--- src/rtl/i2c_eeprom_engine.sv ---
module i2c_eeprom_engine #(
  parameter int BYTES = 2048,
  parameter int PAGE  = 16
) (
  input  logic                      clk,
  input  logic                      rst_n,
  input  logic                      bus_start,
  input  logic                      bus_stop,
  input  logic                      scl_rise,
  input  logic                      scl_fall,
  input  logic                      sda_in,
  output logic                      sda_pull,
  input  logic [2:0]                strap,
  input  logic                      wr_protect,
  input  logic                      wr_busy,
  output logic [$clog2(BYTES)-1:0]  rd_addr,
  input  logic [7:0]                rd_data,
  output logic                      pg_we,
  output logic [$clog2(BYTES)-1:0]  pg_addr,
  output logic [7:0]                pg_data,
  output logic                      wr_go
);

  localparam int AW   = $clog2(BYTES);
  localparam int PW   = $clog2(PAGE);
  localparam int NSEL = (AW > 8) ? AW - 8 : 0;
  localparam logic [2:0] CMASK = 3'(7 << NSEL);

  typedef enum logic [2:0] {S_IDLE, S_DEV, S_WAD, S_WDT, S_RD, S_WAIT} st_t;

  st_t          st;
  logic [3:0]   cnt;
  logic [7:0]   sr, tx;
  logic [2:0]   dbits;
  logic         rwb, ack, mack, pend;
  logic [AW-1:0] ptr, ptr_pg;

  wire dev_hit = (sr[7:4] == 4'hA) && (((sr[3:1] ^ strap) & CMASK) == 3'b000);

  assign ptr_pg   = {ptr[AW-1:PW], ptr[PW-1:0] + PW'(1)};
  assign rd_addr  = ptr;
  assign sda_pull = ack | ((st == S_RD) && !cnt[3] && !tx[~cnt[2:0]]);

  always_ff @(posedge clk or negedge rst_n) begin
    if (!rst_n) begin
      st <= S_IDLE; cnt <= '0; sr <= '0; tx <= '0; dbits <= '0;
      rwb <= 1'b0; ack <= 1'b0; mack <= 1'b0; pend <= 1'b0;
      ptr <= '0; pg_we <= 1'b0; pg_addr <= '0; pg_data <= '0; wr_go <= 1'b0;
    end else begin
      pg_we <= 1'b0;
      wr_go <= 1'b0;
      if (bus_stop) begin
        st <= S_IDLE; cnt <= '0; ack <= 1'b0;
        wr_go <= pend;
        pend <= 1'b0;
      end else if (bus_start) begin
        st <= wr_busy ? S_WAIT : S_DEV;
        cnt <= '0; ack <= 1'b0; pend <= 1'b0;
      end else begin
        case (st)
          S_DEV, S_WAD, S_WDT: begin
            if (scl_rise && !cnt[3]) sr <= {sr[6:0], sda_in};
            if (scl_fall) begin
              if (cnt < 4'd7) begin
                cnt <= cnt + 4'd1;
              end else if (cnt == 4'd7) begin
                cnt <= 4'd8;
                if (st == S_DEV) begin
                  ack   <= dev_hit;
                  rwb   <= sr[0];
                  dbits <= sr[3:1];
                end else if (st == S_WAD) begin
                  ack <= 1'b1;
                  ptr <= AW'({dbits, sr});
                end else if (!wr_protect) begin
                  ack     <= 1'b1;
                  pg_we   <= 1'b1;
                  pg_addr <= ptr;
                  pg_data <= sr;
                  ptr     <= ptr_pg;
                  pend    <= 1'b1;
                end else begin
                  ack <= 1'b0;
                end
              end else begin
                ack <= 1'b0;
                cnt <= '0;
                if (!ack) st <= S_WAIT;
                else if (st == S_DEV) begin
                  if (rwb) begin
                    st  <= S_RD;
                    tx  <= rd_data;
                    ptr <= ptr + 1'b1;
                  end else begin
                    st <= S_WAD;
                  end
                end else begin
                  st <= S_WDT;
                end
              end
            end
          end
          S_RD: begin
            if (scl_rise && cnt[3]) mack <= !sda_in;
            if (scl_fall) begin
              if (!cnt[3]) begin
                cnt <= cnt + 4'd1;
              end else if (mack) begin
                tx  <= rd_data;
                ptr <= ptr + 1'b1;
                cnt <= '0;
              end else begin
                st <= S_WAIT;
              end
            end
          end
          default: ;
        endcase
      end
    end
  end

endmodule

--- config.mk ---
export PLATFORM = sky130hd
export DESIGN_NAME = i2c_eeprom_engine
export DESIGN_NICKNAME = d
export VERILOG_FILES = /design/src/rtl/i2c_eeprom_engine.sv
export SDC_FILE = /design/constraint.sdc
export NUM_CORES = 1
export LEC_CHECK = 0
export BUFFER_PORTS_ARGS = -buffer_cell sky130_fd_sc_hd__buf_2
export CORE_ASPECT_RATIO = 0.8
export CORE_MARGIN = 2
export CORE_UTILIZATION = 34
export CTS_CLUSTER_SIZE = 14
export DETAILED_ROUTE_END_ITERATION = 6
export GPL_TIMING_DRIVEN = 0
export PLACE_DENSITY_LB_ADDON = 0.08
export SYNTH_ARGS = -nofsm -noshare
export SYNTH_HDL_FRONTEND = slang
export SYNTH_SLANG_ARGS = --single-unit
--- constraint.sdc ---
create_clock -name clk -period 5.8 [get_ports clk]
set_input_delay 1.74 -clock clk [delete_from_list [all_inputs] [get_ports clk]]
set_output_delay 1.74 -clock clk [all_outputs]
set_load 0.01 [all_outputs]
==> flow_summary_export.csv <==
group,metric,value,unit
timing,tns,0,ps
routing,dr.pass1.iters,4,
worst_setup_path,reg2reg_to,"rd_addr[2]$_DFFE_PN0P_",
clocking,cts.clk_slew.worst_paths,50,ps
synth,synth_area,3110,µm²
timing,min_period_over_period,60.9,%
worst_setup_path,cp.required,4060,ps
die,die-area,9920,µm²
worst_setup_path,cpMaxStageDelayCell,"mux4_2",
global_routing,gr-total-overflow,0,
die,die_width,111,µm
timing,setup_viol,0,
run,drv_cap,0,
min_path,hold_class,"flop to flop",
layout,finalInstanceArea,3780,µm²
placed_design,place_area,3490,µm²
routing,routed_wl,7270,µm
clocking,htree_levels,3,
worst_setup_path,r2r_cells,8,
min_path,min_path_cells,1,
routing,wl_per_cell,16.1,µm
die,start_util,34.7,%
layout,nets,353,
clocking,cts-root-buf,"clkbuf_16",
clocking,cts_resized,0,
synth,ys_types,51,
global_routing,antenna_found_initial,0,
routing,ant_nets,0,
timing,tightest_slew,808,ps
synth,ys_warn_count,0,
routing,drt_iter0_markers,86,
die,die_h,89.5,µm
routing,vias_per_cell,5.14,
synth,syn_avg_cell_area,11.4,µm²
die,boundaryPins,53,
layout,area_growth,21.7,%
timing,rsz0062_at_grt,"no",
layout,antenna_cells,0,
status,status,"complete, no violations",
global_routing,grt_pass1_wl,12300,µm
placed_design,place_ws,2140,ps
synth,syn_inst,272,
synth,yosys_register_bits,62,
synth,yosysTopAreaCellShare,50.0,%
placed_design,gp_congestion,0.885,
clocking,clock_latency,330,ps
worst_setup_path,path_class,"flop to output port",
worst_setup_path,endpoint_kind,"output port",
synth,synthFlopType,"dfrtp_1",
global_routing,grt_start_max_net_pins,63,
die,coreArea,8960,µm²
timing,finalClockSkew,4.44,ps
synth,synth_edf_count,0,
worst_setup_path,arrival,1790,ps
layout,final_core_util,42.2,%
timing,drv_slew,0,
clocking,cts_tree,"yes",
timing,hold_violations,0,
pwr,peakVddDrop,150,µV
layout,layout-drive-gt1-share,35.1,%
clocking,cts_hold_buf,0,
synth,syn-num-nets,294,
global_routing,grt_usage,16.3,%
synth,synthArstFlopShare,100,%
worst_setup_path,crit_path_cell_trace,"mux4_2, mux2i_1, a21o_1, buf_2",
timing,finalCriticalPeriod,3530,ps
synth,yosys-top-cells-area,"dfrtp_1 (50%), mux2_2 (11%), mux2_4 (4.8%)",
clocking,postCtsSetupBuffers,0,
synth,yosysSeqAreaShare,50.0,%
min_path,min_to,"pend$_DFFE_PN0P_",
layout,n_fill_cell,889,
worst_setup_path,crit_path_start_kind,"flop",
routing,via_count,2318,
timing,slew_headroom,46.1,%
clocking,cts_max_path_buffers,2,
clocking,clock_sinks,62,
min_path,min-delay-start,"pend$_DFFE_PN0P_",
routing,drc,0,
synth,synth_area_leader_cell,"dfrtp_1",
timing,fin_ws,2270,ps
worst_setup_path,reg2reg_slack,3230,ps
clocking,cts_buffers,9,
worst_setup_path,critPathMaxFanout,7,
timing,max_freq,283,MHz
pwr,power_density,271,nW/µm²
worst_setup_path,critical-path-max-stage-delay,550,ps
placed_design,numPortBuffers,48,
placed_design,dp_hpwl,4990,µm
global_routing,grt_pass1_vias,2257,
worst_setup_path,worstReg2RegStart,"cnt[0]$_DFFE_PN0P_",
die,rows,31,
pwr,power.leakage,1.87,nW
## area by class of cell
type,count,area [µm²],share of cell area [%]
Sequential cell,62,1550,41.0
Multi-Input combinational cell,191,1450,38.3
Clock buffer,13,270,7.15
Timing Repair Buffer,48,243,6.42
Tap cell,115,144,3.81
Buffer,14,87.6,2.32
Inverter,5,18.8,0.497
Clock inverter,3,17.5,0.463
## routing by layer
metal	vias up	share of wire, %	wire [µm]	track usage (%)
met3	11	4.8	346	5.56
met4	0	1.3	98	5.80
met1	1140	53	3880	24.5
li1	1123	-	-	-
met5	-	0	0	0
met2	44	40	2940	21.3
## flip-flops by register name (all words and copies together), names as in the netlist, 3 cells and up
signal and count:
tx 8, rd_addr 11, dbits 3, pg_addr 11
pg_data 8, sr 8, st 3, cnt 4
## stage by stage
stage	total power, W	instances	hold WS [ps]
finish	0.00102	451	465
global route	0.00107	451	498
CTS	0.00104	451	470
detailed placement	0.000518	435	458
global placement	0.000518	435	456
floorplan	0.000489	272	442
## worst max-delay path by stage
stage                                   from                endpoint  slack, ps  cells after the start
after global placement             bus_start  pg_data[2]$_DFFE_PN0P_       2140                      9
after global routing      cnt[0]$_DFFE_PN0P_                sda_pull       2150                      4
final                     cnt[0]$_DFFE_PN0P_                sda_pull       2270                      4
after CTS                 cnt[0]$_DFFE_PN0P_                sda_pull       2230                      4
after floorplan                    bus_start  pg_addr[0]$_DFFE_PN0P_       2450                      8
after detailed placement           bus_start  pg_data[6]$_DFFE_PN0P_       2140                      9
## placed cells by master (no fill, tap or decap), drive strengths merged, types with 2 or more instances in the layout
cell type / n
a21boi: 2
a21o: 5
a21oi: 12
a22oi: 4
a2bb2oi: 3
a31oi: 5
buf: 57
clkbuf: 18
clkinv: 2
dfrtp: 62
ha: 2
inv: 5
mux2: 41
mux2i: 4
mux4: 2
nand2: 17
nand3: 7
nand3b: 2
nand4: 4
nor2: 20
nor2b: 6
nor3: 10
nor3b: 2
nor4: 2
o211ai: 2
o21ai: 18
o21bai: 2
o22ai: 2
## report_power, final
group | internal, W | leakage (nW) | switching (W)
Combinational | 0.0000212 | 0.877 | 0.0000322
Clock | 0.000322 | 0.142 | 0.000191
Sequential | 0.000442 | 0.848 | 0.0000146
## critical path: cells and delay by family (launching register included)
| kind | cells | cell delay, ps |
|---|---|---|
| AOI/OAI and AO/OA | 1 | 130 |
| muxes | 2 | 700 |
| DFF | 1 | 510 |
| buffers and inverters | 1 | 120 |
## synthesized netlist by cell type (all sizes together), types with 2 or more instances
library cell,count
inv,5
nand4,4
nor3b,2
mux2,41
nand3,7
a22oi,4
nand3b,2
mux4,2
nor2,20
o21ai,18
buf,9
a21boi,2
nand2,17
o22ai,2
mux2i,4
clkbuf,5
nor4,2
dfrtp,62
ha,2
o21bai,2
a21o,5
a21oi,12
nor3,10
o211ai,2
nor2b,6
a31oi,5
a2bb2oi,3
## cells by family after synthesis
| logic type | after synthesis | share of synthesized area (%) |
|---|---|---|
| AO/OA/AOI/OAI | 63 | 13.3 |
| XOR/XNOR | 1 | 0.282 |
| adder cells (fa/ha/maj) | 2 | 0.806 |
| buffers and inverters | 19 | 3.42 |
| flip-flops | 62 | 50.0 |
| multiplexers | 47 | 18.8 |
| AND/OR/NAND/NOR | 78 | 13.4 |
(Power assumes the default switching activity.)
